`src/rtl/udc_pkg.sv`:
```
// Package: shared types for the unary dependency column.
// Assumes: nothing beyond the standard types.
package udc_pkg;

    // Reservation bits held by one cell.
    typedef struct packed {
        logic wr;   // unit will write this register
        logic rd1;  // unit reads it as first operand
        logic rd2;  // unit reads it as second operand
    } resv_t;

endpackage

```
`src/rtl/udc_cell.sv`:
```
// Module: one dependency cell (one function unit, one register).
// Holds three reservation flops. It raises hazards against another unit's
// issue and drives select requests on go grants.
// Assumes: issue and go arrive registered from the picker; issue wins over go.
module udc_cell
    import udc_pkg::*;
(
    input  logic  clk,
    input  logic  rst_n,
    input  logic  issue,
    input  logic  any_issue,
    input  logic  dst_line,
    input  logic  op1_line,
    input  logic  op2_line,
    input  logic  go_rd,
    input  logic  go_wr,
    output resv_t resv,
    output logic  raw_pend,
    output logic  war_pend,
    output logic  rd_req,
    output logic  wr_req
);

    resv_t resv_q;
    logic  go_rd_eff;
    logic  go_wr_eff;
    logic  foreign_issue;

    // Go grants count only when this unit is not being issued.
    always_comb begin
        go_rd_eff = go_rd & ~issue;
        go_wr_eff = go_wr & ~issue;
    end

    // Reservation update: reset, capture on issue, release on go.
    always_ff @(posedge clk) begin
        if (!rst_n) begin
            resv_q <= '0;
        end else if (issue) begin
            resv_q.wr  <= dst_line;
            resv_q.rd1 <= op1_line;
            resv_q.rd2 <= op2_line;
        end else begin
            if (go_wr_eff) resv_q.wr <= 1'b0;
            if (go_rd_eff) begin
                resv_q.rd1 <= 1'b0;
                resv_q.rd2 <= 1'b0;
            end
        end
    end

    // Hazard flags against an instruction issuing on some other unit.
    always_comb begin
        foreign_issue = any_issue & ~issue;
        raw_pend      = foreign_issue & resv_q.wr & (op1_line | op2_line);
        war_pend      = foreign_issue & (resv_q.rd1 | resv_q.rd2) & dst_line;
    end

    // Select requests formed from held reservations and effective grants.
    always_comb begin
        rd_req = (resv_q.rd1 | resv_q.rd2) & go_rd_eff;
        wr_req = resv_q.wr & go_wr_eff;
    end

    assign resv = resv_q;

endmodule

```
`src/rtl/udc_or_reduce.sv`:
```
// Module: OR reduction of per-unit select requests into one column select.
// Assumes: at most one requester at a time (the picker guarantees this);
// the OR stays correct for any count.
module udc_or_reduce #(
    parameter int WIDTH = 4
) (
    input  logic [WIDTH-1:0] req,
    output logic             any
);

    // Plain reduction; the tool balances the tree.
    always_comb any = |req;

endmodule

```
`src/rtl/udc_column.sv`:
```
// Module: top of one register column of the dependency matrix.
// One cell per function unit. The per-unit hazard flags and the ORed
// register-file selects are the outputs.
// Assumes: registers are signalled on unary lines, and the picker raises at
// most one go-read and one go-write bit per cycle.
module udc_column
    import udc_pkg::*;
#(
    parameter int NUM_FU = 4
) (
    input  logic              clk,
    input  logic              rst_n,
    input  logic [NUM_FU-1:0] issue_i,
    input  logic              dst_line_i,
    input  logic              op1_line_i,
    input  logic              op2_line_i,
    input  logic [NUM_FU-1:0] go_rd_i,
    input  logic [NUM_FU-1:0] go_wr_i,
    output logic [NUM_FU-1:0] raw_pend_o,
    output logic [NUM_FU-1:0] war_pend_o,
    output logic              rd_sel_o,
    output logic              wr_sel_o
);

    localparam int FU_LAST = NUM_FU - 1;

    logic              any_issue;
    logic [NUM_FU-1:0] rd_req;
    logic [NUM_FU-1:0] wr_req;
    logic [NUM_FU-1:0] dest_q;
    logic [NUM_FU-1:0] src1_q;
    logic [NUM_FU-1:0] src2_q;

    // Flags whether any unit issues this cycle.
    always_comb any_issue = |issue_i;

    // One cell per function unit.
    for (genvar k = 0; k <= FU_LAST; k++) begin : g_cell
        resv_t resv_k;
        udc_cell u_cell (
            .clk       (clk),
            .rst_n     (rst_n),
            .issue     (issue_i[k]),
            .any_issue (any_issue),
            .dst_line  (dst_line_i),
            .op1_line  (op1_line_i),
            .op2_line  (op2_line_i),
            .go_rd     (go_rd_i[k]),
            .go_wr     (go_wr_i[k]),
            .resv      (resv_k),
            .raw_pend  (raw_pend_o[k]),
            .war_pend  (war_pend_o[k]),
            .rd_req    (rd_req[k]),
            .wr_req    (wr_req[k])
        );
        // Flatten reservation state for the checker.
        always_comb begin
            dest_q[k] = resv_k.wr;
            src1_q[k] = resv_k.rd1;
            src2_q[k] = resv_k.rd2;
        end
    end

    // Column-wide read select.
    udc_or_reduce #(.WIDTH(NUM_FU)) u_rd_or (.req(rd_req), .any(rd_sel_o));

    // Column-wide write select.
    udc_or_reduce #(.WIDTH(NUM_FU)) u_wr_or (.req(wr_req), .any(wr_sel_o));

endmodule

```
`config.mk`:
```
export PLATFORM = sky130hd
export DESIGN_NAME = udc_column
export DESIGN_NICKNAME = d
export VERILOG_FILES = /design/src/rtl/udc_pkg.sv /design/src/rtl/udc_cell.sv /design/src/rtl/udc_or_reduce.sv /design/src/rtl/udc_column.sv
export SDC_FILE = /design/constraint.sdc
export NUM_CORES = 1
export LEC_CHECK = 0
export BUFFER_PORTS_ARGS = -buffer_cell sky130_fd_sc_hd__clkbuf_2
export CORE_MARGIN = 4
export CORE_UTILIZATION = 30
export DETAILED_ROUTE_END_ITERATION = 10
export GPL_ROUTABILITY_DRIVEN = 0
export RECOVER_POWER = 100
export SLEW_MARGIN = 25
export SYNTH_ARGS = -nofsm -noshare
export SYNTH_HDL_FRONTEND = slang
export SYNTH_SLANG_ARGS = --single-unit
```
`constraint.sdc`:
```
create_clock -name clk -period 1.35 [get_ports clk]
set_input_delay 0.0675 -clock clk [delete_from_list [all_inputs] [get_ports clk]]
set_output_delay 0.0675 -clock clk [all_outputs]
set_load 0.005 [all_outputs]
```
## Word-level counts from Yosys, hierarchy flattened

Index checks and enable logic that the tools add are counted.

- Reduce and logical (&&, ||, !) cells: 11
- Multiplexer cells: 12
- Bitwise operators: 45

Operators by type and width:

| cell | count |
|---|---|
| bitwise AND 1 bit | 36 |
| nonzero test 2 bit | 8 |
| 2-to-1 mux 3 bit | 4 |
| OR reduction 4 bit | 3 |
| 2-to-1 mux 2 bit | 4 |
| OR 1 bit | 5 |
| 2-to-1 mux 1 bit | 4 |
| NOT 1 bit | 4 |

- Output and inout port bits: 10
- Word-level logic and storage cells: 80
- Register bits after elaboration: 12
- Bits of input ports: 17

## Logic depth before layout (Yosys ltp)

- Depth after elaboration: 4
- Mapped depth: 5
- Depth with buffers taken out: 3

## Modules after synthesis

A second synthesis with hierarchy kept.

- Cells, all modules: 71
- Area, all modules: 668.1 um2

By module, submodules not included:

| module | instances | seq. area each (um2) | cells each | area an instance (um2) |
|---|---|---|---|---|
| udc_cell | 4 | 60.1 | 17 | 161.4 |
| udc_or_reduce | 2 | 0.0 | 1 | 7.5 |
| udc_column | 1 | 0.0 | 1 | 7.5 |

## Worst setup path before layout

OpenSTA, ideal clock, no wires.

- Path type: in2out
- From: input issue_i[0]
- To: output raw_pend_o[2]
- Required time: 1.283 ns
- Buffers on the path: 2
- Arrival: 1.041 ns
- Path slack: 0.242 ns
- Stages on the path: 5
- Cell sequence: buf_2 -> or4_4 -> o21ai_2 -> nor3b_1 -> buf_4

- Word-level cells in the longest chain between the ends: 4

Ends and longest elaborated chain:

| what | line | text |
|---|---|---|
| start: declaration | udc_column.sv:13 | `input logic [NUM_FU-1:0] issue_i,` |
| OR reduction 4 bit | udc_column.sv:35 | `always_comb any_issue = \|issue_i;` |
| bitwise AND 1 bit | udc_cell.sv:54 | `foreign_issue = any_issue & ~issue;` |
| bitwise AND 1 bit (2 in a row) | udc_cell.sv:55 | `raw_pend = foreign_issue & resv_q.wr & (op1_line \| op2_line);` |
| end: declaration | udc_column.sv:19 | `output logic [NUM_FU-1:0] raw_pend_o,` |

No other way between the ends.

## Worst setup path in the final report

- From: register g_cell[3].u_cell.resv_q, in the netlist g_cell[3].u_cell.resv[0]
- To: output rd_sel_o

- Word-level cells in the longest chain between the ends: 3

Ends and longest elaborated chain:

| what | line | text |
|---|---|---|
| start: declaration | udc_cell.sv:24 | `resv_t resv_q;` |
| OR 1 bit | udc_cell.sv:61 | `rd_req = (resv_q.rd1 \| resv_q.rd2) & go_rd_eff;` |
| bitwise AND 1 bit | udc_cell.sv:61 |  |
| OR reduction 4 bit | udc_or_reduce.sv:12 | `always_comb any = \|req;` |
| end: declaration | udc_column.sv:21 | `output logic rd_sel_o,` |

No other way between the ends.

==> impl_metrics.yaml <==
yosys:
  synth-seq-cells: 12
  yosys_warnings: 0
  synth.yosys.seq_area_share_pct: 33.8
  post_synth_inst_count: 92
  synth_top_cell_area_share_pct: 33.8
  syn_nets: 109
  synth.top_cells.by_area: "sky130_fd_sc_hd__dfxtp_1 34%, sky130_fd_sc_hd__nor3b_1 11%, sky130_fd_sc_hd__buf_4 8.5%"
  synth_area_per_cell_um2: 7.72
  synth.distinct_cells: 23
  post-synth-top-area-cell: "sky130_fd_sc_hd__dfxtp_1"
  syn-cell-area_um2: 711
setup_path:
  worst_setup_path_end_kind: "output port"
  required_time_of_the_critical_path_ns: 1.28
  path_buf_inv: 1
  cp_max_fo: 2
  cell_chain_of_the_critical_path: "nor2_2 > or3b_4 > nand4_1 > buf_2"
  critPathArrivalTime_ns: 1.23
  crit_family: "simple AND/OR/NAND/NOR gates"
  timing.critical_path.slowest_stage_cell: "sky130_fd_sc_hd__or3b_4"
  timing_worst_setup_path_type: "flip-flop to output port"
  worstSetupStartpointType: "flip-flop"
  worst_path_largest_cell_delay_ns: 0.35
placement:
  place.detailed.hpwl_mm: 1.42
  port-buffer-count: 26
  post-place-ws_ns: 0.164
  post_dp_cell_area_um2: 802
finish:
  post-route-util_pct: 36.8
  layout.cells.most_common: "sky130_fd_sc_hd__clkbuf_2"
  largest_register_ff_count: 12
  layout_common_cells: "21 x sky130_fd_sc_hd__clkbuf_2, 10 x sky130_fd_sc_hd__nor3b_1, 10 x sky130_fd_sc_hd__dfxtp_1"
  n_antenna_cell: 0
  design.final.nets: 128
  drive_gt1_share_pct: 28.4
  syn_to_final_growth_pct: 15.5
  post-route-cell-area_um2: 821
worst_hold_path:
  hold_path.class: "input port to flip-flop"
timing:
  finalCritPeriodShare_pct: 96.0
  finalWorstPathRequiredPeriod_ns: 1.30
  timing.final.hold_violations: 0
  rsz0062_at_grt: "yes"
  final-setup-viol-count: 0
  timing.clock.skew_ns: 0
  fmax_ghz: 0.771
  max-slew-margin-rel_pct: 84.9
  slew_viol_final: 0
  setup_slack_ns: 0.0537
  tightest_slew_ns: 0.227
clock_network:
  cts.clk_slew.worst_paths_ns: 0.07
  clock_tree_from_tritoncts: "yes"
  root_buffer: "sky130_fd_sc_hd__clkbuf_4"
  clock_tree.htree_level_count: 1
  cts.sinks: 12
  number_of_buffers_created_by_cts: 3
  clock_tree.buffer_depth: 2
  postCtsSetupRepairBufs: 0
  worstSkewPairLatency_ns: 0.27
global_route:
  grt_pass1_wl_mm: 2.87
  antenna_violations_before_repair: 0
  first_global_vias: 618
  grt_max_degree: 13
  gr-total-overflow: 0
  gr-usage-all-layers_pct: 11.6
die:
  fp.dieH_um: 56.7
  start_util_pct: 31.8
  fp-row-count: 17
  die_area_um2: 3210
  floorplan.core_area_um2: 2230
  die_width_um: 56.7
  ios: 27
pwr:
  pwr_density_cell_nw_per_um2: 887
  ir_drop_worst_case_vdd_mv: 0.568
  cellLeakagePower_nw: 0.339
detailed_routing:
  total_wire_length_after_detailed_routing_mm: 1.74
  drt_wl_cell_um: 12.7
  drt_pre_antenna_iters: 4
  final_antenna_net_count: 0
  via_to_cell_ratio: 4.95
  detailroute.via_count: 678
  dr.first_iter.drc_count: 15
  detail_route.drc_violations: 0
run:
  max_cap_violations: 0
status:
  status: "complete, no violations"
==> routing by layer <==
metal	vias up	track usage (%)	wire length, µm
li1	339	-	-
met1	315	14.6	770
met2	22	17.3	800
met3	2	5.75	159
met4	0	3.05	8
met5	-	0	0
==> path summary, 6_finish.rpt <==
path                       startpoint                       end  slack, ns  cells past startpoint
min reg2reg  g_cell[1].u_cell.resv[0]  g_cell[1].u_cell.resv[0]       0.64                      3
min                        go_wr_i[2]  g_cell[2].u_cell.resv[2]       0.12                      4
max          g_cell[3].u_cell.resv[0]                  rd_sel_o       0.05                      4
max reg2reg  g_cell[0].u_cell.resv[0]  g_cell[0].u_cell.resv[0]       0.52                      3
==> synth_stat cells <==
cell type                   instances
sky130_fd_sc_hd__a21oi_1            9
sky130_fd_sc_hd__o2111ai_1          1
sky130_fd_sc_hd__nor3b_1           10
sky130_fd_sc_hd__nand4_1            1
sky130_fd_sc_hd__o21ai_2            1
sky130_fd_sc_hd__inv_1              4
sky130_fd_sc_hd__or3b_2             1
sky130_fd_sc_hd__nand3b_1           1
sky130_fd_sc_hd__or4_4              1
sky130_fd_sc_hd__nand2_2            1
sky130_fd_sc_hd__buf_2              2
sky130_fd_sc_hd__dfxtp_1           12
sky130_fd_sc_hd__nand2_1            3
sky130_fd_sc_hd__o211ai_1           2
sky130_fd_sc_hd__nor2b_1            9
sky130_fd_sc_hd__nand3_1            3
sky130_fd_sc_hd__clkbuf_1           3
sky130_fd_sc_hd__buf_4              8
sky130_fd_sc_hd__o21ai_0            3
sky130_fd_sc_hd__and2_1             3
sky130_fd_sc_hd__nand2b_1           3
sky130_fd_sc_hd__nor3_1             4
sky130_fd_sc_hd__nor2_1             7
==> stage by stage <==
step                      cells  total power [mW]  setup TNS [ns]  hold WS (ns)
final                       137             0.728               0         0.125
after global routing        137             0.777         -0.0215         0.136
after CTS                   137             0.741               0         0.119
after detailed placement    134             0.523               0         0.409
after global placement      134             0.519               0         0.409
after floorplan              92             0.470               0         0.196
==> repair_timing <==
action	in CTS	in global routing
cloned	0	0
endpoints found under the setup margin	1	1
pin swaps	1	0
resized for setup	3	2
hold buffers	0	0
==> cell families after synthesis <==
logic type             after synthesis  synth area share [%]
and+or+nand+nor                     47                  39.6
AOI/OAI and AO/OA                   16                  13.0
buffers and inverters               17                  13.6
DFF                                 12                  33.8
==> worst min-delay path: stages <==
cell and delay (ns):
sky130_fd_sc_hd__clkbuf_2 0.09, sky130_fd_sc_hd__nor3b_1 0.04, sky130_fd_sc_hd__a21oi_1 0.10, sky130_fd_sc_hd__nor2b_1 0.05
==> where the power goes <==
part / switching (mW) / internal (mW) / total [mW]
sequential: 0.0100 / 0.372 / 0.382
combinational: 0.0710 / 0.0605 / 0.131
clock: 0.112 / 0.103 / 0.215
total: 0.193 / 0.535 / 0.728
==> cell type report <==
type,instances,area [µm²]
timing repair buffer,27,133
fill,247,1410
clock buffer,3,22.5
sequential,12,243
multi-input combinational,63,373
inverter,4,15.0
tap,28,35.0
Note: power is estimated with default switching activity, not from simulation.
